[src/rtl/aud_tx_pkg.sv]
package aud_tx_pkg;

  localparam int MAX_BITS = 32;
  localparam int POS_W = 5;
  localparam int CNT_W = 6;
  localparam int LONG_SYNC_BITS = 13;

  typedef enum logic [1:0] {
    STD_PHILIPS = 2'b00,
    STD_LEFT    = 2'b01,
    STD_RIGHT   = 2'b10,
    STD_PCM     = 2'b11
  } std_e;

  typedef struct packed {
    std_e       std;
    logic       longSync;
    logic       idleHigh;
    logic [1:0] dataLen;
    logic       chan32;
  } cfg_t;

  // strobes from the control to the datapath
  typedef struct packed {
    logic             running;
    logic             clear;
    logic             load;
    logic             rightSlot;
    logic [POS_W-1:0] slotPos;
  } strobe_t;

  function automatic logic [CNT_W-1:0] dataBits(cfg_t c);
    case (c.dataLen)
      2'b01:   return CNT_W'(24);
      2'b10:   return CNT_W'(32);
      default: return CNT_W'(16);
    endcase
  endfunction

  function automatic logic slotIs32(cfg_t c);
    return (dataBits(c) != CNT_W'(16)) || c.chan32;
  endfunction

endpackage

[src/rtl/aud_tx_ctrl.sv]
module aud_tx_ctrl
  import aud_tx_pkg::*;
#(
  parameter int DIV_W = 8
) (
  input  logic             clk,
  input  logic             rstN,
  input  logic             enable,
  input  cfg_t             cfgIn,
  input  logic [DIV_W-1:0] clkDiv,
  output cfg_t             cfgQ,
  output strobe_t          strb,
  output logic             sckOut,
  output logic             wsOut,
  output logic             cfgErr
);

  localparam logic [CNT_W-1:0] LAST32 = CNT_W'(2 * MAX_BITS - 1);
  localparam logic [CNT_W-1:0] LAST16 = CNT_W'(MAX_BITS - 1);
  localparam logic [CNT_W-1:0] LONG_N = CNT_W'(LONG_SYNC_BITS);

  logic             running;
  logic             phase;
  logic [DIV_W-1:0] divCnt;
  logic [DIV_W-1:0] divQ;
  logic [CNT_W-1:0] bitCnt;
  logic [CNT_W-1:0] lastBit;
  logic [CNT_W-1:0] nextCnt;
  logic             wide;
  logic             tick;
  logic             launch;
  logic             nextRight;

  assign wide    = slotIs32(cfgQ);
  assign lastBit = wide ? LAST32 : LAST16;
  assign tick    = running && (divCnt == divQ);
  assign launch  = tick && phase;
  assign nextCnt = (bitCnt == lastBit) ? '0 : bitCnt + 1'b1;

  always_ff @(posedge clk or negedge rstN) begin
    if (!rstN) begin
      running <= 1'b0;
      phase   <= 1'b0;
      divCnt  <= '0;
      divQ    <= '0;
      bitCnt  <= '0;
      cfgQ    <= '0;
      cfgErr  <= 1'b0;
    end else if (!enable) begin
      running <= 1'b0;
      phase   <= 1'b0;
      divCnt  <= '0;
      bitCnt  <= '0;
      cfgQ    <= cfgIn;
      divQ    <= clkDiv;
      cfgErr  <= 1'b0;
    end else if (!running) begin
      running <= 1'b1;
      phase   <= 1'b0;
      divCnt  <= '0;
      bitCnt  <= lastBit;
      cfgErr  <= (cfgQ.dataLen == 2'b11);
    end else if (tick) begin
      divCnt <= '0;
      phase  <= ~phase;
      if (phase) bitCnt <= nextCnt;
    end else begin
      divCnt <= divCnt + 1'b1;
    end
  end

  always_comb begin
    strb.running   = running;
    strb.clear     = !running;
    strb.load      = launch && (bitCnt == lastBit);
    strb.rightSlot = wide ? bitCnt[5] : bitCnt[4];
    strb.slotPos   = wide ? bitCnt[4:0] : {1'b0, bitCnt[3:0]};
  end

  assign nextRight = wide ? nextCnt[5] : nextCnt[4];
  assign sckOut    = phase ^ cfgQ.idleHigh;

  always_comb begin
    wsOut = 1'b0;
    if (running) begin
      case (cfgQ.std)
        STD_PHILIPS: wsOut = nextRight;
        STD_LEFT,
        STD_RIGHT:   wsOut = strb.rightSlot;
        default:     wsOut = cfgQ.longSync ? (bitCnt < LONG_N) : (bitCnt == lastBit);
      endcase
    end
  end

  AST_BITCNT_RANGE: assert property (@(posedge clk) disable iff (!rstN)
    running |-> (bitCnt <= lastBit));
  AST_CFG_FROZEN: assert property (@(posedge clk) disable iff (!rstN)
    (running && $past(running)) |-> ($stable(cfgQ) && $stable(divQ)));
  AST_DIV_RANGE: assert property (@(posedge clk) disable iff (!rstN)
    running |-> (divCnt <= divQ));
  AST_READY_PULSE: assert property (@(posedge clk) disable iff (!rstN)
    strb.load |=> !strb.load);
  AST_CFGERR_CLEAR: assert property (@(posedge clk) disable iff (!rstN)
    !enable |=> !cfgErr);

endmodule

[src/rtl/aud_tx_shift.sv]
module aud_tx_shift
  import aud_tx_pkg::*;
(
  input  logic                clk,
  input  logic                rstN,
  input  strobe_t             strb,
  input  cfg_t                cfgQ,
  input  logic                sampleValid,
  input  logic [MAX_BITS-1:0] sampleLeft,
  input  logic [MAX_BITS-1:0] sampleRight,
  output logic                sdOut,
  output logic                underrun
);

  logic [MAX_BITS-1:0] leftQ;
  logic [MAX_BITS-1:0] rightQ;
  logic [MAX_BITS-1:0] word;
  logic [CNT_W-1:0]    nData;
  logic [CNT_W-1:0]    nSlot;
  logic [CNT_W-1:0]    posW;
  logic [POS_W-1:0]    dataTop;
  logic [POS_W-1:0]    slotTop;
  logic [POS_W-1:0]    idx;
  logic                inData;

  always_ff @(posedge clk or negedge rstN) begin
    if (!rstN) begin
      leftQ    <= '0;
      rightQ   <= '0;
      underrun <= 1'b0;
    end else if (strb.clear) begin
      leftQ    <= '0;
      rightQ   <= '0;
      underrun <= 1'b0;
    end else if (strb.load) begin
      if (sampleValid) begin
        leftQ  <= sampleLeft;
        rightQ <= sampleRight;
      end else begin
        underrun <= 1'b1;
      end
    end
  end

  assign word    = strb.rightSlot ? rightQ : leftQ;
  assign nData   = dataBits(cfgQ);
  assign nSlot   = slotIs32(cfgQ) ? CNT_W'(32) : CNT_W'(16);
  assign posW    = {1'b0, strb.slotPos};
  assign dataTop = POS_W'(nData - 1'b1);
  assign slotTop = POS_W'(nSlot - 1'b1);

  always_comb begin
    if (cfgQ.std == STD_RIGHT) begin
      inData = (posW >= (nSlot - nData));
      idx    = slotTop - strb.slotPos;
    end else begin
      inData = (posW < nData);
      idx    = dataTop - strb.slotPos;
    end
    sdOut = strb.running && inData && word[idx];
  end

  AST_UNDERRUN_HOLD: assert property (@(posedge clk) disable iff (!rstN)
    (!strb.clear && $past(underrun)) |-> underrun);
  AST_REPEAT_ON_GAP: assert property (@(posedge clk) disable iff (!rstN)
    $past(strb.load && !sampleValid && !strb.clear) |-> ($stable(leftQ) && $stable(rightQ)));

endmodule

[src/rtl/audio_ser_tx.sv]
module audio_ser_tx
  import aud_tx_pkg::*;
#(
  parameter int DIV_W = 8
) (
  input  logic             clk,
  input  logic             rstN,
  input  logic             enable,
  input  logic [1:0]       cfgStd,
  input  logic             cfgLongSync,
  input  logic             cfgIdleHigh,
  input  logic [1:0]       cfgDataLen,
  input  logic             cfgChan32,
  input  logic [DIV_W-1:0] clkDiv,
  input  logic             sampleValid,
  input  logic [31:0]      sampleLeft,
  input  logic [31:0]      sampleRight,
  output logic             sampleReady,
  output logic             sck,
  output logic             ws,
  output logic             sd,
  output logic             underrun,
  output logic             cfgError
);

  cfg_t    cfgIn;
  cfg_t    cfgQ;
  strobe_t strb;

  always_comb begin
    cfgIn.std      = std_e'(cfgStd);
    cfgIn.longSync = cfgLongSync;
    cfgIn.idleHigh = cfgIdleHigh;
    cfgIn.dataLen  = cfgDataLen;
    cfgIn.chan32   = cfgChan32;
  end

  aud_tx_ctrl #(.DIV_W(DIV_W)) u_ctrl (
    .clk    (clk),
    .rstN   (rstN),
    .enable (enable),
    .cfgIn  (cfgIn),
    .clkDiv (clkDiv),
    .cfgQ   (cfgQ),
    .strb   (strb),
    .sckOut (sck),
    .wsOut  (ws),
    .cfgErr (cfgError)
  );

  aud_tx_shift u_shift (
    .clk         (clk),
    .rstN        (rstN),
    .strb        (strb),
    .cfgQ        (cfgQ),
    .sampleValid (sampleValid),
    .sampleLeft  (sampleLeft),
    .sampleRight (sampleRight),
    .sdOut       (sd),
    .underrun    (underrun)
  );

  assign sampleReady = strb.load;

  AST_IDLE_LEVEL: assert property (@(posedge clk) disable iff (!rstN)
    (!enable && $past(!enable) && $stable(cfgIdleHigh)) |-> (sck == cfgIdleHigh));
  AST_SD_LAUNCH_EDGE: assert property (@(posedge clk) disable iff (!rstN)
    (enable && !$stable(sd)) |-> (sck == cfgQ.idleHigh));

endmodule

[config.mk]
export PLATFORM = sky130hd
export DESIGN_NAME = audio_ser_tx
export DESIGN_NICKNAME = d
export VERILOG_FILES = /design/src/rtl/aud_tx_pkg.sv /design/src/rtl/aud_tx_ctrl.sv /design/src/rtl/aud_tx_shift.sv /design/src/rtl/audio_ser_tx.sv
export SDC_FILE = /design/constraint.sdc
export NUM_CORES = 1
export LEC_CHECK = 0
export BUFFER_PORTS_ARGS = -buffer_cell sky130_fd_sc_hd__buf_2
export CAP_MARGIN = 5
export CORE_UTILIZATION = 60
export DETAILED_ROUTE_END_ITERATION = 16
export PLACE_DENSITY = 0.84
export SKIP_LAST_GASP = 1
export SLEW_MARGIN = 20
export SYNTH_ARGS = -nofsm -noshare
export SYNTH_HDL_FRONTEND = slang
export SYNTH_SLANG_ARGS = --single-unit
export TNS_END_PERCENT = 10
[constraint.sdc]
create_clock -name clk -period 4.7 [get_ports clk]
set_input_delay 1.175 -clock clk [delete_from_list [all_inputs] [get_ports clk]]
set_output_delay 1.175 -clock clk [all_outputs]
set_load 0.01 [all_outputs]
==> results.tsv <==
stage	metric	value	unit
route	wire length after detailed routing	11940	µm
placed_design	DP HPWL	8166	µm
sta	Final Hold Viols	0	
clocking	CTS Hold Bufs	0	
pwr	NetSw	0.0004720	W
pwr	P_leak	2.755	nW
pwr	power density cells	276.0	nW/µm²
final_layout	Final Cell Area	6047	µm²
final_layout	non-filler cells, final	731	
critical_path	Worst Setup Start Kind	flip-flop	
synth	register area share after synthesis	44.91	%
sta	skew final	0.01392	ns
final_layout	final net count	715	
critical_path	Slowest-stage cell, CP	mux4_1	
critical_path	crit-path leading delay family	multiplexers	
hold_path	min-delay worst type	reg2reg	
critical_path	slowest stage delay, CP	0.52	ns
pwr	clock power share	31.2	%
clocking	Sink Count	97	
synth	Post-synth top cells	141 x nand2_1, 97 x dfrtp_1, 60 x a21boi_1, 19 x nor2_1	
critical_path	Max Fanout on Critical Path	12	
final_layout	area delta synth->final	11.88	%
critical_path	WP buf/inv	4	
critical_path	worst endpoint required time	3.52	ns
synth	synth unique cells	57	
pwr	Sw Ratio	28.27	%
sta	Rel. slew slack	38.70	%
synth	top cells by area, synth	dfrtp_1 45%, nand2_1 9.8%, a21boi_1 8.3%, mux2_2 3.5%, ha_1 3.0%	
clocking	CTS buffer count	9	
synth	simple-gate share of the synthesized area	15.88	%
route	DR DRC count	0	
route	final antenna-violating net count	0	
synth	Synth Area in Adders	3.380	%
critical_path	Critical Path AT	3.33	ns
final_layout	Filler cells	642	
floorplan	core area	8721	µm²
critical_path	Critical Path, Cell by Cell	inv_1 -> ha_1 -> nand2b_4 -> inv_2 -> o21ai_4 -> buf_4 -> mux4_1 -> mux2_2 -> a211oi_1 -> nor4b_2 -> buf_2	
floorplan	die width	96.92	µm
final_layout	Final Util	69.34	%
synth	cell with the most instances after synthesis	nand2_1	
synth	area fraction of the dominant cell type after synthesis	44.91	%
pwr	Logic pwr share	16.1	%
synth	EDFF count, synth	0	
synth	multiplexer share of the synthesized area	10.07	%
synth	Yosys Warn Count	0	
placed_design	Final GP Congestion	0.8501	
sta	RSZ-0062 raised after global routing	false	
critical_path	endpoint class of the critical path	output pin	
global_routing	Congestion Overflow GR	0	
global_routing	grt peak-use layer	met2	
global_routing	vias in the first global route	4351	
synth	largest area contributor in the netlist	dfrtp_1	
final_layout	share of cells above drive strength 1	22.79	%
synth	asr flop ratio synth	100.0	%
floorplan	Initial Util	61.98	%
synth	synthesized flop and latch total	97	
sta	time the worst path needs with I/O delays and setup	4.507	ns
floorplan	# IOs	89	
synth	Main synth FF type	dfrtp_1	
sta	final max-slew violation count	0	
clocking	H-tree lvl count	3	
synth	average size of a mapped cell	9.936	µm²
clocking	clock-pin slew on the worst setup and hold paths	0.09	ns
route	initial DRC count	380	
sta	Final TNS setup	0	ns
route	vias	4228	
floorplan	Die ar.	9393	µm²
final_layout	Ant. Diodes	0	
sta	Max Freq	0.2219	GHz
clocking	Root Buffer	clkbuf_8	
placed_design	Port Buffers	88	
synth	cell count after synthesis	544	
sta	Tcrit/Tclk final	95.90	%
clocking	clk_lat worst skew	0.37	ns
global_routing	largest net degree at the start of global routing	80	
global_routing	first-pass GRT wire length	20430	µm
global_routing	initial antenna violation count	0	
sta	Tightest Pin Transition	0.9195	ns
outcome	status	complete, no violations	
job	Max Cap Viol	0	
pwr	sequential share of power	52.7	%
clocking	CTS tree	done	
floorplan	Die Ht	96.92	µm
synth	Synth Cell Area	5405	µm²
sta	WHS	0.5257	ns
sta	Setup Viol. Count Final	0	
synth	Compound-Gate Fraction of Synth Area	16.06	%
global_routing	All-Layer GR Usage	27.13	%
pwr	VDD IR max	153.6	µV
route	drt wl/cell	16.34	µm
placed_design	placed inst area	5777	µm²
route	Pre-antenna DRT Iters	5	
synth	Post-Synth XOR/XNOR Area	3.727	%
critical_path	WS Path Type	reg2out	
route	Via density	5.784	
pwr	Int Pwr	0.001197	W
global_routing	met2 Usage GRT	45.67	%
synth	net count after synthesis	641	
synth	main combinational cell family by area after synthesis	compound AO/OA/AOI/OAI gates	
global_routing	met1 Track Usage GR	35.12	%
global_routing	met3 usage	4.697	%
placed_design	dpl cells	707	
floorplan	row cnt	34	
clocking	Max clock buf depth	2	
-- logic make-up after synthesis --
kind of cell | Yosys count
xor gates and xnor gates | 23
and+or+nand+nor | 199
muxes | 40
adders and majority gates | 14
buffers and inverters | 56
DFF | 97
AOI/OAI and AO/OA | 115
-- per-layer routing --
metal | share of wire [%] | wire (µm)
met1 | 42 | 5033
met2 | 51 | 6082
met3 | 5.0 | 593
met4 | 2.0 | 233
met5 | 0 | 0
-- cell usage in the layout (no fill, tap or decap), types with 5 or more instances in the layout --
cell	instances
nor2_1	19
ha_1	13
nor2b_1	5
buf_2	87
a211oi_1	5
nand2_1	141
o21ai_0	7
xnor2_1	17
a21boi_1	60
mux2i_1	15
buf_4	11
mux4_1	6
nand3_1	7
a21boi_0	9
dfrtp_1	96
clkbuf_8	10
a21oi_1	8
xor2_1	6
mux2_2	17
inv_1	17
-- cell type report --
class	count	area, µm²	share of cell area (%)
multi-input combinational	391	2666	44.09
clock buffer	10	137.6	2.276
tap	108	135.1	2.235
clock inverter	6	50.05	0.8276
timing repair buffer	100	558.0	9.228
inverter	19	71.32	1.179
sequential	97	2429	40.16
-- stage by stage --
step                      worst slack (ns)  power [W]
after floorplan                     0.8701   0.001052
after global placement              0.6167   0.001133
after detailed placement            0.4633   0.001144
after CTS                          0.04685   0.001658
after global routing               0.08197   0.001740
final                               0.1929   0.001669
-- power by group through the flow --
stage | clock, W | combinational, W | sequential [W]
floorplan | 0 | 0.000171 | 0.000881
global placement | 0 | 0.000239 | 0.000894
detailed placement | 0 | 0.000248 | 0.000896
CTS | 0.000528 | 0.000250 | 0.000880
global route | 0.000558 | 0.000298 | 0.000883
finish | 0.000520 | 0.000269 | 0.000880
-- worst register-to-register path: stages, from the launching register on --
cell      delay [ns]
dfrtp_1         0.69
buf_4           0.30
ha_1            0.18
nand3_1         0.18
or3_1           0.50
nor3_4          0.72
buf_12          0.30
nand2_1         0.11
a21boi_0        0.18
-- flip-flops by register name, summed over array words and instances (netlist names) --
register          cells
u_shift.leftQ        32
u_shift.rightQ       32
u_ctrl.divCnt         8
u_ctrl.divQ           8
u_ctrl.cfgQ           7
u_ctrl.bitCnt         6
u_ctrl.cfgErr         1
u_ctrl.phase          1
u_ctrl.running        1
u_shift.underrun      1
-- timing repair --
item,in CTS,in global routing
setup endpoints to repair,0,1
buffers inserted,0,8
gates resized for setup,0,1
-- worst paths after layout --
path / cells past startpoint / start / end / slack, ns
max: 11 / u_ctrl.cfgQ[1] / sd / 0.19
min: 2 / u_shift.leftQ[1] / u_shift.leftQ[1] / 0.53
max reg2reg: 8 / u_ctrl.bitCnt[0] / u_shift.rightQ[15] / 1.48
min reg2reg: 2 / u_shift.leftQ[1] / u_shift.leftQ[1] / 0.53
max in group asynchronous: 2 / rstN / u_shift.rightQ[31] / 2.91
min in group asynchronous: 1 / rstN / u_ctrl.divQ[4] / 0.93
(Power assumes the default switching activity.)
